==> config.mk <==
export PLATFORM = sky130hd
export DESIGN_NAME = bus_mem_bridge
export DESIGN_NICKNAME = d
export VERILOG_FILES = /design/src/rtl/bmb_pkg.sv /design/src/rtl/bmb_sel_decode.sv /design/src/rtl/bmb_lane_shift.sv /design/src/rtl/bmb_fsm.sv /design/src/rtl/bus_mem_bridge.sv
export SDC_FILE = /design/constraint.sdc
export NUM_CORES = 1
export LEC_CHECK = 0
export BUFFER_PORTS_ARGS = -buffer_cell sky130_fd_sc_hd__clkbuf_2
export CAP_MARGIN = 10
export CORE_AREA = 2 2 93 95
export DETAILED_ROUTE_END_ITERATION = 10
export DIE_AREA = 0 0 95 97
export PLACE_DENSITY_LB_ADDON = 0.12
export SETUP_SLACK_MARGIN = 0.15
export SKIP_CTS_REPAIR_TIMING = 1
export SLEW_MARGIN = 20
export SYNTH_ARGS = -nofsm -noshare
export SYNTH_HDL_FRONTEND = slang
export SYNTH_HIERARCHICAL = 1
export SYNTH_SLANG_ARGS = --single-unit
==> constraint.sdc <==
create_clock -name clk_i -period 4.1 [get_ports clk_i]
set_input_delay 1.025 -clock clk_i [delete_from_list [all_inputs] [get_ports clk_i]]
set_output_delay 1.025 -clock clk_i [all_outputs]
set_load 0.01 [all_outputs]
==> src/rtl/bmb_pkg.sv <==
package bmb_pkg;

    typedef enum logic [0:0] {
        ST_IDLE = 1'b0,
        ST_RESP = 1'b1
    } bmb_state_e;

    // Size code of the memory port for a given granularity in bits.
    function automatic logic [1:0] gran_size_code(input int unsigned gran_bits);
        case (gran_bits)
            8:       return 2'b00;
            16:      return 2'b01;
            32:      return 2'b10;
            default: return 2'b11;
        endcase
    endfunction

endpackage

==> src/rtl/bmb_sel_decode.sv <==
module bmb_sel_decode #(
    parameter int SEL_W = 4,
    localparam int OFS_W = $clog2(SEL_W)
) (
    input  logic [SEL_W-1:0] sel_i,
    output logic [OFS_W-1:0] ofs_o
);

    // Index of the lowest selected lane; zero when nothing is selected.
    always_comb begin
        ofs_o = '0;
        for (int i = SEL_W - 1; i >= 0; i--) begin
            if (sel_i[i]) begin
                ofs_o = OFS_W'(i);
            end
        end
    end

endmodule

==> src/rtl/bmb_lane_shift.sv <==
module bmb_lane_shift #(
    parameter int DATA_W = 32,
    parameter bit TO_MEM = 1'b1,
    localparam int SEL_W = DATA_W / 8,
    localparam int OFS_W = $clog2(SEL_W)
) (
    input  logic [DATA_W-1:0] data_i,
    input  logic [SEL_W-1:0]  sel_i,
    input  logic [OFS_W-1:0]  ofs_i,
    output logic [DATA_W-1:0] data_o
);

    logic [DATA_W-1:0] lane_mask;
    logic [OFS_W+2:0]  shamt;

    for (genvar g = 0; g < SEL_W; g++) begin : g_lane
        assign lane_mask[8*g +: 8] = {8{sel_i[g]}};
    end

    assign shamt = {ofs_i, 3'b000};

    if (TO_MEM) begin : g_down
        // Bus lanes to memory: keep selected lanes, move them to bit 0.
        assign data_o = (data_i & lane_mask) >> shamt;
    end else begin : g_up
        // Memory to bus lanes: move up to the offset, clear unselected lanes.
        assign data_o = (data_i << shamt) & lane_mask;
    end

endmodule

==> src/rtl/bmb_fsm.sv <==
module bmb_fsm
    import bmb_pkg::*;
#(
    parameter int SEL_W = 4
) (
    input  logic             clk_i,
    input  logic             rst_ni,
    input  logic             cyc_i,
    input  logic             stb_i,
    input  logic             we_i,
    input  logic [SEL_W-1:0] sel_i,
    output logic             accept_o,
    output logic             ack_o,
    output logic             resp_rd_o,
    output logic [SEL_W-1:0] resp_sel_o
);

    bmb_state_e state_q, state_d;
    logic             resp_rd_q;
    logic [SEL_W-1:0] resp_sel_q;

    always_ff @(posedge clk_i or negedge rst_ni) begin
        if (!rst_ni) begin
            state_q <= ST_IDLE;
        end else begin
            state_q <= state_d;
        end
    end

    always_comb begin
        state_d  = state_q;
        accept_o = 1'b0;
        ack_o    = 1'b0;
        unique case (state_q)
            ST_IDLE: begin
                accept_o = cyc_i && stb_i;
                if (cyc_i && stb_i) begin
                    state_d = ST_RESP;
                end
            end
            ST_RESP: begin
                ack_o   = cyc_i;
                state_d = ST_IDLE;
            end
        endcase
    end

    always_ff @(posedge clk_i or negedge rst_ni) begin
        if (!rst_ni) begin
            resp_rd_q  <= 1'b0;
            resp_sel_q <= '0;
        end else if (state_q == ST_IDLE && cyc_i && stb_i) begin
            resp_rd_q  <= !we_i;
            resp_sel_q <= sel_i;
        end
    end

    assign resp_rd_o  = resp_rd_q;
    assign resp_sel_o = resp_sel_q;

endmodule

==> src/rtl/bus_mem_bridge.sv <==
module bus_mem_bridge
    import bmb_pkg::*;
#(
    parameter int DATA_W = 32,
    parameter int ADDR_W = 32,
    parameter int GRAN_W = 32
) (
    input  logic                                  clk_i,
    input  logic                                  rst_ni,
    input  logic                                  cyc_i,
    input  logic                                  stb_i,
    input  logic                                  we_i,
    input  logic [ADDR_W-$clog2(DATA_W/8)-1:0]    adr_i,
    input  logic [DATA_W/8-1:0]                   sel_i,
    input  logic [DATA_W-1:0]                     dat_i,
    output logic                                  ack_o,
    output logic [DATA_W-1:0]                     dat_o,
    output logic                                  mem_rd_en_o,
    output logic [ADDR_W-1:0]                     mem_rd_addr_o,
    output logic [1:0]                            mem_rd_size_o,
    output logic                                  mem_wr_en_o,
    output logic [ADDR_W-1:0]                     mem_wr_addr_o,
    output logic [1:0]                            mem_wr_size_o,
    output logic [DATA_W-1:0]                     mem_wr_data_o,
    input  logic [DATA_W-1:0]                     mem_rd_data_i
);

    localparam int SEL_W = DATA_W / 8;
    localparam int OFS_W = $clog2(SEL_W);
    localparam logic [1:0] SIZE_CODE = gran_size_code(GRAN_W);

    logic             accept;
    logic             resp_rd;
    logic [SEL_W-1:0] resp_sel;
    logic [OFS_W-1:0] req_ofs;
    logic [OFS_W-1:0] rsp_ofs;
    logic [DATA_W-1:0] rd_aligned;

    bmb_fsm #(.SEL_W(SEL_W)) u_fsm (
        .clk_i      (clk_i),
        .rst_ni     (rst_ni),
        .cyc_i      (cyc_i),
        .stb_i      (stb_i),
        .we_i       (we_i),
        .sel_i      (sel_i),
        .accept_o   (accept),
        .ack_o      (ack_o),
        .resp_rd_o  (resp_rd),
        .resp_sel_o (resp_sel)
    );

    bmb_sel_decode #(.SEL_W(SEL_W)) u_req_dec (
        .sel_i (sel_i),
        .ofs_o (req_ofs)
    );

    bmb_sel_decode #(.SEL_W(SEL_W)) u_rsp_dec (
        .sel_i (resp_sel),
        .ofs_o (rsp_ofs)
    );

    bmb_lane_shift #(.DATA_W(DATA_W), .TO_MEM(1'b1)) u_wr_shift (
        .data_i (dat_i),
        .sel_i  (sel_i),
        .ofs_i  (req_ofs),
        .data_o (mem_wr_data_o)
    );

    bmb_lane_shift #(.DATA_W(DATA_W), .TO_MEM(1'b0)) u_rd_shift (
        .data_i (mem_rd_data_i),
        .sel_i  (resp_sel),
        .ofs_i  (rsp_ofs),
        .data_o (rd_aligned)
    );

    assign mem_rd_en_o   = accept && !we_i;
    assign mem_wr_en_o   = accept && we_i;
    assign mem_rd_addr_o = {adr_i, req_ofs};
    assign mem_wr_addr_o = {adr_i, req_ofs};
    assign mem_rd_size_o = SIZE_CODE;
    assign mem_wr_size_o = SIZE_CODE;
    assign dat_o         = (ack_o && resp_rd) ? rd_aligned : '0;

endmodule

==> key figures, run 1 <==
Drt
  • First-pass iteration count of the detailed router: 4
  • DR iter-0 viols: 86
  • Via/cell ratio: between 4 and 5
  • Wirelength per Cell: about 16 um
  • Total wire length: between 7000 and 8000 um
  • Post-route ant nets: 0
  • DRC Markers: 0
  • Routed via count: about 2400

CTS
  • Clock root buffer: clkbuf_8
  • TritonCTS clock tree: built
  • Clock tree buffer depth: 2
  • Reg clk slew, reported paths: roughly 0.030 ns
  • Clk_lat worst skew: 0.22 ns
  • Clock sinks: 6
  • Num CTS Buffers: 3
  • CTS H-tree depth: 1

Synth
  • Yosys warns: 6
  • Register bit total from synthesis: 6
  • Avg Cell Area, Syn: 7.46 um^2
  • Post-Syn Area: 2400 um^2
  • Post-synth cell types: 43
  • Mapped Cells: 322
  • Sequential area share after synthesis: 6.25%

Worst setup path
  • Critical Path Sink Type: primary output
  • Crit path cell chain: clkbuf_2, nand2b_1, a21oi_2, nand2b_1, o22ai_1, a211o_1, clkbuf_2
  • Critical Path AT: about 2.6 ns
  • Critical-path top delay cell: nand2b_1
  • CP top delay family: compound AO/OA/AOI/OAI gates
  • Critical path fanouts, max: 11
  • Critical path class: in2out
  • Crit path required time: 3.07 ns
  • Worst path depth: 7
  • Reg2reg path depth: 2
  • CP max stage delay: approximately 0.4 ns
  • CP bufs+invs: 2
  • CP startpoint kind: input port

Finish
  • # diodes: 0
  • Fillers: between 900 and 1000
  • Layout area overhead: 10.7%
  • Final core utilization: 32.7%
  • Share of cells above drive strength 1: roughly 54%
  • Nets: 491

Timing
  • Tcrit/Tclk final: roughly nine tenths
  • Max Clock Freq: 0.273 GHz
  • Clock Skew: between 0.0006 and 0.0007 ns
  • Slew headroom: between 40% and 50%
  • Setup TNS: 0 ns
  • Minimum clock period: around 3.7 ns
  • RSZ-0062 raised after global routing: false
  • Slew @ Worst Pin: between 0.8 and 0.9 ns
  • Final WS setup: roughly 0.43 ns
  • Final Hold Viols: 0
  • Max Slew Vio Count: 0
  • Setup violators final: 0

Global routing
  • Remaining Overflow, GRT: 0
  • Largest net degree at the start of global routing: 34
  • Initial antenna violation count: 0
  • Global-route wire length before repair: about 12000 um
  • Global Route Usage Sum: 16.0%
  • Vias in the first global route: between 2000 and 2500

Min path
  • Hold depth: 1
  • Hold WC Path Type: reg2reg

Status
  • Status: complete, no violations

Pwr
  • Int Power: 0.000312 W
  • Comb pwr share: around two thirds
  • Switching power total: 0.000256 W
  • VDD IR max: 114 uV
  • Switching Share: between 40 and 50%
  • Clk pwr share: roughly 15%
  • Sequential Power Share: ~17%
  • PD cells: 214 nW/um^2
  • Leak pwr: between 1 and 1.5 nW

Die
  • Initial Util: 29.5%
  • Die height: slightly below 100 um
  • Row count: 33
  • Die Span X: 95 um
  • Die area: ~9000 um^2
  • IO Count: about 240
  • Core area: between 8000 and 9000 um^2

Job
  • Max-cap violations: 0

Placement
  • DPL Wire Length: ~6000 um
  • Gp weighted congestion: between 0.8 and 0.9
  • Pre-CTS setup slack: 0.399 ns
  • I/O Buffers: 143
-- power groups by stage --
stage | Sequential [W] | Clock, W | Combinational [W]
detailed placement | 0.0000977 | 0 | 0.000387
global route | 0.000100 | 0.0000948 | 0.000424
global placement | 0.0000977 | 0 | 0.000386
floorplan | 0.0000794 | 0 | 0.000369
CTS | 0.0000969 | 0.0000884 | 0.000388
finish | 0.0000963 | 0.0000859 | 0.000386
-- layer usage --
layer | wire length [um] | track usage, % | part of all wire [%]
met2 | 3910 | 28.5 | 50
met4 | 57 | 2.23 | 0.73
met1 | 3260 | 19.9 | 42
met3 | 620 | 3.19 | 7.9
met5 | 0 | 0 | 0
-- Yosys cell counts (all sizes together) --
master / n / area, um^2
conb: 2 / 7.51
and3: 38 / 278
o22ai: 14 / 87.6
nor2b: 1 / 6.26
or2: 6 / 40.0
and3b: 1 / 8.76
mux2: 7 / 93.8
nand4: 1 / 6.26
nand3: 1 / 5.00
o21ai: 11 / 62.6
clkbuf: 4 / 18.8
a21oi: 7 / 42.5
inv: 5 / 18.8
mux2i: 25 / 250
dfrtp: 6 / 150
o221ai: 6 / 52.6
nor3b: 2 / 31.3
nand3b: 9 / 80.1
buf: 87 / 691
and2: 19 / 120
nand2b: 6 / 52.6
o22a: 4 / 35.0
nor2: 19 / 71.3
nand2: 33 / 124
a211o: 2 / 17.5
nor3: 2 / 10.0
a221o: 4 / 40.0
-- final cells by class --
class                      count  area [um^2]  share of cell area [%]
multi-input combinational    222         1550                    58.2
inverter                       5         18.8                   0.706
timing repair buffer         150          768                    28.9
tap                          105          131                    4.94
clock buffer                   3         41.3                    1.55
sequential                     6          150                    5.65
-- per-stage QoR --
step | hold WS [ns] | total power (W) | instances | instance area (um^2)
floorplan | 0.529 | 0.000449 | 324 | 2410
global placement | 0.593 | 0.000484 | 488 | 2620
detailed placement | 0.594 | 0.000485 | 488 | 2620
CTS | 0.601 | 0.000574 | 491 | 2660
global route | 0.634 | 0.000619 | 491 | 2660
finish | 0.600 | 0.000569 | 491 | 2660
-- flip-flops by register name, indices dropped and copies added, names as in the netlist --
| signal | flops |
|---|---|
| u_fsm/resp_rd_o | 1 |
| u_fsm/resp_sel_o | 4 |
| u_fsm/state_q | 1 |
-- kinds of logic (layout without fill, tap and decap cells) --
family                 after synthesis  count (layout)  synth area share [%]
buffers and inverters               96             158                  30.3
AO/OA/AOI/OAI                       48              48                  14.1
multiplexers                        32              32                  14.3
flip-flops                           6               6                  6.25
AND/OR/NAND/NOR                    138             138                  34.7
other                                2               4                 0.313
-- final timing paths --
kind / to / startpoint / slack, ns
hold reg to reg: u_fsm/resp_sel_o[1] / u_fsm/resp_sel_o[1] / 0.60
hold / removal: u_fsm/resp_sel_o[1] / u_fsm/resp_sel_o[1] / 0.60
setup / recovery: mem_wr_data_o[2] / sel_i[2] / 0.43
max in group asynchronous: u_fsm/resp_sel_o[1] / rst_ni / 3.30
setup reg to reg: u_fsm/resp_rd_o / u_fsm/resp_rd_o / 2.88
min in group asynchronous: u_fsm/resp_rd_o / rst_ni / 0.64
-- cells in the final DEF (no fill, tap or decap) --
master,count
clkbuf_2,143
nand2_1,33
and3_2,32
mux2i_1,25
nor2_1,19
and2_1,18
o22ai_1,14
nand3b_1,8
o21ai_1,8
buf_4,7
dfrtp_1,6
and3_1,6
o221ai_1,6
inv_1,5
or2_2,5
a21oi_1,5
conb_1,4
mux2_4,4
nand2b_1,4
a221o_1,4
o22a_1,4
clkbuf_8,3
nand2b_4,2
nor3_2,2
mux2_2,2
o21ai_2,2
a211o_1,2
nor2b_1,1
nand3b_4,1
and2_2,1
nor3b_4,1
a21oi_2,1
a21oi_4,1
nor3b_2,1
or2_4,1
and3b_1,1
o21ai_0,1
mux2_1,1
nand4_1,1
nand3_1,1
-- worst reg2reg max path, stage by stage (launching register included) --
cell     delay (ns)
dfrtp_1        0.86
inv_1          0.11
mux2i_1        0.16
Note: power is estimated with default switching activity, not from simulation.
==> inputs of run 2 (changes only) <==
--- a/config.mk
+++ b/config.mk
@@ -5,11 +5,12 @@
 export SDC_FILE = /design/constraint.sdc
 export NUM_CORES = 1
 export LEC_CHECK = 0
+export ABC_AREA = 1
 export BUFFER_PORTS_ARGS = -buffer_cell sky130_fd_sc_hd__clkbuf_2
 export CAP_MARGIN = 10
-export CORE_AREA = 2 2 93 95
+export CORE_AREA = 2 2 91 93
 export DETAILED_ROUTE_END_ITERATION = 10
-export DIE_AREA = 0 0 95 97
+export DIE_AREA = 0 0 93 95
 export PLACE_DENSITY_LB_ADDON = 0.12
 export SETUP_SLACK_MARGIN = 0.15
 export SKIP_CTS_REPAIR_TIMING = 1
==> key figures, run 2 <==
CTS
  • TritonCTS clock tree: built
  • Num CTS Buffers: 3 (unchanged)
  • CTS H-tree depth: 1 (unchanged)
  • Clock tree buffer depth: 2 (unchanged)
  • Clock sinks: 6 (unchanged)
  • Clock root buffer: clkbuf_8
  • Reg clk slew, reported paths: 0.03 ns (about the same)
  • Clk_lat worst skew: 0.22 ns (about the same)

Global routing
  • Vias in the first global route: 2658 (+14%)
  • Initial antenna violation count: 0 (unchanged)
  • Largest net degree at the start of global routing: 36 (+5.9%)
  • Remaining Overflow, GRT: 0 (unchanged)
  • Global-route wire length before repair: 12400 um (+3.5%)
  • Global Route Usage Sum: 17.1% (+1.1 points)

Timing
  • Max Clock Freq: 0.285 GHz (+4.4%)
  • RSZ-0062 raised after global routing: false
  • Max Slew Vio Count: 0 (unchanged)
  • Setup TNS: 0 ns (unchanged)
  • Final Hold Viols: 0 (unchanged)
  • Slew headroom: 64.7% (+20 points)
  • Slew @ Worst Pin: 0.528 ns (-0.295 ns)
  • Setup violators final: 0 (unchanged)
  • Tcrit/Tclk final: 85.7% (-3.8 points)
  • Minimum clock period: 3.51 ns (-0.155 ns)
  • Clock Skew: 0.00161 ns (+0.00101 ns)

Synth
  • Most frequent cell after synthesis: nand2_1
  • Synth cell count leaders: nand2_1 (188), buf_4 (76), nor2_1 (53), inv_1 (42), nand3_1 (41)
  • Sequential area share after synthesis: 5.41% (-0.84 points)
  • Mapped Cells: 520 (+61%)
  • Register bit total from synthesis: 6 (unchanged)
  • Synth Flop Type: dfrtp_1
  • Async S/R FF share, synth: 100% (unchanged)
  • Post-Syn Area: 2770 um^2 (+16%)
  • Most area-hungry cell type in the Yosys netlist: nand2_1
  • Avg Cell Area, Syn: 5.33 um^2 (-28%)
  • Yosys top cell area share: 25.4% (+4.2 points)
  • Ranking of synthesized cells by area: nand2_1 (25%), buf_4 (21%), nand3_1 (7.4%), nor2_1 (7.2%), nor2_2 (6.3%)
  • EDFF count, synth: 0 (unchanged)
  • Post-synth cell types: 23 (-47%)
  • Yosys warns: 6 (unchanged)

Drt
  • Via/cell ratio: 4.54 (-6.9%)
  • DRC Markers: 0 (unchanged)
  • First-pass iteration count of the detailed router: 4 (unchanged)
  • Routed via count: 3094 (+29%)
  • Total wire length: 7890 um (+0.57%)
  • Wirelength per Cell: 11.6 um (-27%)
  • DR iter-0 viols: 102 (+19%)
  • Post-route ant nets: 0 (unchanged)

Status
  • Status: complete, no violations

Pwr
  • Leak pwr: 1.73 nW (+17%)
  • VDD IR max: 99.0 uV (-13%)
  • PD cells: 208 nW/um^2 (-2.9%)

Finish
  • Nets: 681 (+39%)
  • Final core utilization: 37.3% (+4.6 points)
  • Commonest non-fill, non-tap cell in the layout: nand2_1
  • Reg area: 150 um^2 (unchanged)
  • Layout area overhead: 6.54%
  • Max reg flops: 4 (unchanged)
  • Share of cells above drive strength 1: 37.2% (-17 points)
  • # diodes: 0 (unchanged)
  • Multi-input logic area: 1680 um^2 (+8.7%)
  • Commonest cells after routing, fill and taps aside: nand2_1 (188), clkbuf_2 (143), nor2_1 (53)
  • Fillers: 943 (+1.5%)

Worst setup path
  • Crit path required time: 3.07 ns (about the same)
  • Critical Path AT: 2.49 ns (-0.15 ns)
  • Critical Path Sink Type: primary output
  • Critical path fanouts, max: 35 (+24)
  • Critical path class: in2out
  • CP startpoint kind: input port

Placement
  • I/O Buffers: 143 (unchanged)
  • DPL Wire Length: 6160 um (-0.13%)
  • Gp weighted congestion: 0.879 (+5.2%)

Die
  • Core area: 7930 um^2 (-2.5%)
  • Initial Util: 35.0% (+5.5 points)
  • Die height: 95 um (-2.1%)
  • Die area: 8840 um^2 (-4.1%)
  • IO Count: 238 (unchanged)
  • Row count: 33 (unchanged)
  • Die Span X: 93 um (-2.1%)

Job
  • Max-cap violations: 0 (unchanged)

Min path
  • Hold WC Path Type: reg2reg
run 2: per-layer routing:
layer	vias to the layer above	share of wire, %	global-route usage [%]	wire length (um)
met5	-	0	0	0
met4	0	2.8	6.62	224
met3	27	9.2	2.87	725
met2	171	45	28.7	3570
met1	1280	43	21.9	3380
li1	1616	-	-	-
run 2: area by class of cell:
| cell class | count | area share [%] |
|---|---|---|
| timing repair buffer | 150 | 26.0 |
| tap | 105 | 4.45 |
| sequential | 6 | 5.08 |
| multi-input combinational | 372 | 56.9 |
| clock buffer | 3 | 1.40 |
| inverter | 45 | 6.14 |
run 2: worst paths after layout:
kind | startpoint | to | slack (ns) | depth (start not counted)
max in group asynchronous | rst_ni | u_fsm/resp_sel_o[0] | 3.33 | 1
worst min register to register | u_fsm/state_q | u_fsm/state_q | 0.48 | 1
worst max register to register | u_fsm/state_q | u_fsm/resp_sel_o[0] | 3.10 | 4
worst max-delay path | sel_i[3] | mem_wr_data_o[11] | 0.59 | 8
worst min-delay path | u_fsm/state_q | u_fsm/state_q | 0.48 | 1
min in group asynchronous | rst_ni | u_fsm/resp_sel_o[3] | 0.62 | 1
run 2: cell families after synthesis:
kind of cell | synth area share, %
AND/OR/NAND/NOR | 57.6
flip-flops | 5.41
AO/OA/AOI/OAI | 2.08
other | 0.271
buffers and inverters | 34.6
run 2: where the power goes:
group | switching [W] | internal [W] | leakage [nW]
sequential | 0.0000181 | 0.0000674 | 0.0752
combinational | 0.000288 | 0.000153 | 1.64
clock | 0.0000246 | 0.0000630 | 0.0216
total | 0.000331 | 0.000283 | 1.73
run 2: critical path, cell delays in order:
cell,delay [ns]
clkbuf_2,0.34
nor2_1,0.12
nor3_4,0.12
buf_4,0.34
inv_2,0.21
nand3_1,0.14
nand2_1,0.06
clkbuf_2,0.12
run 2: per-stage QoR:
| stage | instance area (um^2) | std cells | setup WS [ns] | total power [W] | hold WS, ns |
|---|---|---|---|---|---|
| 3_3_place_gp | 2910 | 678 | 0.612 | 0.000530 | 0.472 |
| 4_1_cts | 2960 | 681 | 0.582 | 0.000621 | 0.485 |
| 6_report | 2960 | 681 | 0.588 | 0.000614 | 0.483 |
| 2_1_floorplan | 2780 | 522 | 1.15 | 0.000498 | 0.454 |
| 3_5_place_dp | 2910 | 678 | 0.585 | 0.000529 | 0.479 |
| 5_1_grt | 2960 | 681 | 0.434 | 0.000691 | 0.519 |
==> inputs of run 3 (changes only) <==
--- a/config.mk
+++ b/config.mk
@@ -12,6 +12,7 @@
 export DETAILED_ROUTE_END_ITERATION = 10
 export DIE_AREA = 0 0 93 95
 export PLACE_DENSITY_LB_ADDON = 0.12
+export RECOVER_POWER = 100
 export SETUP_SLACK_MARGIN = 0.15
 export SKIP_CTS_REPAIR_TIMING = 1
 export SLEW_MARGIN = 20
==> key figures, run 3 (synthesis gave the netlist of run 2 again) <==
Status
  • Status: complete, no violations

Finish
  • Commonest cells after routing, fill and taps aside: nand2_1 (188), clkbuf_2 (86), clkbuf_1 (61)
  • Commonest non-fill, non-tap cell in the layout: nand2_1
  • # diodes: 0 (unchanged)
  • Non-Filler Instances: 681 (unchanged)
  • Layout area overhead: 3.02%
  • Nets: 681 (unchanged)
  • Max reg flops: 4 (unchanged)
  • Fillers: 980 (+3.9%)
  • Share of cells above drive strength 1: 25.7% (-11 points)
  • Reg area: 150 um^2 (unchanged)
  • Multi-input logic area: 1670 um^2 (-0.67%)

Placement
  • I/O Buffers: 143 (unchanged)
  • # placed instances: 678 (unchanged)
  • Gp weighted congestion: 0.879 (unchanged)
  • DPL Wire Length: 6160 um (unchanged)
  • Pre-CTS setup slack: 0.585 ns (unchanged)

Die
  • Die Span X: 93 um (unchanged)
  • Row count: 33 (unchanged)
  • Die area: 8840 um^2 (unchanged)
  • Initial Util: 35.0% (unchanged)
  • Core area: 7930 um^2 (unchanged)
  • IO Count: 238 (unchanged)
  • Die height: 95 um (unchanged)

Drt
  • Wirelength per Cell: 11.7 um (+1.3%)
  • Post-route ant nets: 0 (unchanged)
  • Routed via count: 3110 (+0.52%)
  • DRC Markers: 0 (unchanged)
  • DR iter-0 viols: 85 (-17%)
  • Via/cell ratio: 4.57 (+0.52%)
  • Total wire length: 7990 um (+1.3%)
  • First-pass iteration count of the detailed router: 4 (unchanged)

Worst setup path
  • CP startpoint kind: input port
  • Critical Path AT: 2.64 ns (+0.15 ns)
  • Crit path from: sel_i[3]
  • Reg2reg path depth: 4 (unchanged)
  • Crit path required time: 3.07 ns (about the same)
  • Critical Path Sink Type: primary output
  • Critical path fanouts, max: 19 (-46%)
  • Critical path class: in2out
  • R2R Path Start: u_fsm/state_q

Min path
  • Hold depth: 2 (+1)
  • Hold_sp: u_fsm/resp_rd_o
  • Hold WC Path Type: reg2reg

Timing
  • Max Slew Vio Count: 0 (unchanged)
  • Tcrit/Tclk final: 89.3% (+3.6 points)
  • Setup violators final: 0 (unchanged)
  • Final Hold Viols: 0 (unchanged)
  • Setup TNS: 0 ns (unchanged)
  • Slew @ Worst Pin: 0.761 ns (+0.233 ns)
  • Slew headroom: 49.2% (-15 points)
  • Minimum clock period: 3.66 ns (+0.150 ns)
  • RSZ-0062 raised after global routing: false
  • Max Clock Freq: 0.273 GHz (-4.1%)
  • Clock Skew: 0.00163 ns (+0.0000120 ns)
  • Final WS setup: 0.438 ns (-0.150 ns)

Pwr
  • Switching power total: 0.000331 W (about the same)
  • Leak pwr: 1.53 nW (-12%)
  • Pwr Total: 0.000604 W (-1.6%)
  • Int Power: 0.000273 W (-3.5%)
  • Clk pwr share: 14.5% (+0.2 points)
  • VDD IR max: 99.0 uV (about the same)
  • Sequential Power Share: 14.2% (+0.3 points)
  • Switching Share: 54.8% (+0.89 points)
  • PD cells: 211 nW/um^2 (+1.8%)
  • Comb pwr share: 71.4% (-0.4 points)

Global routing
  • Global Route Usage Sum: 17.1% (unchanged)
  • Largest net degree at the start of global routing: 36 (unchanged)
  • Global-route wire length before repair: 12400 um (unchanged)
  • Vias in the first global route: 2658 (unchanged)
  • Initial antenna violation count: 0 (unchanged)
  • Remaining Overflow, GRT: 0 (unchanged)

CTS
  • CTS H-tree depth: 1 (unchanged)
  • Clock root buffer: clkbuf_8
  • TritonCTS clock tree: built
  • Num CTS Buffers: 3 (unchanged)
  • Clock tree buffer depth: 2 (unchanged)
  • Clk_lat worst skew: 0.22 ns (about the same)
  • Clock sinks: 6 (unchanged)
  • Reg clk slew, reported paths: 0.03 ns (about the same)

Job
  • Max-cap violations: 0 (unchanged)
-- run 3: power by group through the flow --
stage                     sequential, W  clock (W)  combinational (W)
after floorplan               0.0000749          0           0.000424
after global placement        0.0000863          0           0.000444
after detailed placement      0.0000867          0           0.000442
after CTS                     0.0000861  0.0000905           0.000445
after global routing          0.0000875  0.0000972           0.000495
final                         0.0000855  0.0000875           0.000431
-- run 3: critical path, stage by stage --
cell and delay, ns:
clkbuf_2 0.33, nand2_1 0.10, a21oi_1 0.17, clkbuf_1 0.47, nand3_1 0.15, nand2_1 0.10
nand2_1 0.05, nand2_1 0.09, clkbuf_1 0.15
-- run 3: worst paths after layout --
check	to	slack, ns
max in group asynchronous	u_fsm/resp_sel_o[0]	3.19
min in group asynchronous	u_fsm/resp_sel_o[3]	0.67
hold / removal	u_fsm/resp_rd_o	0.49
hold reg to reg	u_fsm/resp_rd_o	0.49
setup / recovery	mem_wr_data_o[2]	0.44
setup reg to reg	u_fsm/resp_sel_o[0]	3.12
-- run 3: layout make-up --
type / count / share of cell area (%)
flip-flops and latches: 6 / 5.25
well taps: 105 / 4.60
inverters: 45 / 6.35
clock buffers: 3 / 1.44
multi-input cells: 372 / 58.5
repair buffers: 150 / 23.9
-- run 3: stage by stage --
step           util, %  area (um^2)  hold WS [ns]
4_1_cts           37.3         2960         0.485
3_3_place_gp      36.8         2910         0.472
6_report          36.0         2860         0.494
2_1_floorplan        -         2780         0.454
5_1_grt           36.0         2860         0.519
3_5_place_dp      36.8         2910         0.479
-- run 3: routing by layer --
layer  vias to the layer above  part of all wire, %  GRT usage, %
met3                        29                  9.2          2.87
met5                         -                    0             0
met1                      1297                   43          21.9
met2                       174                   45          28.7
met4                         0                  2.9          6.62
li1                       1610                    -             -
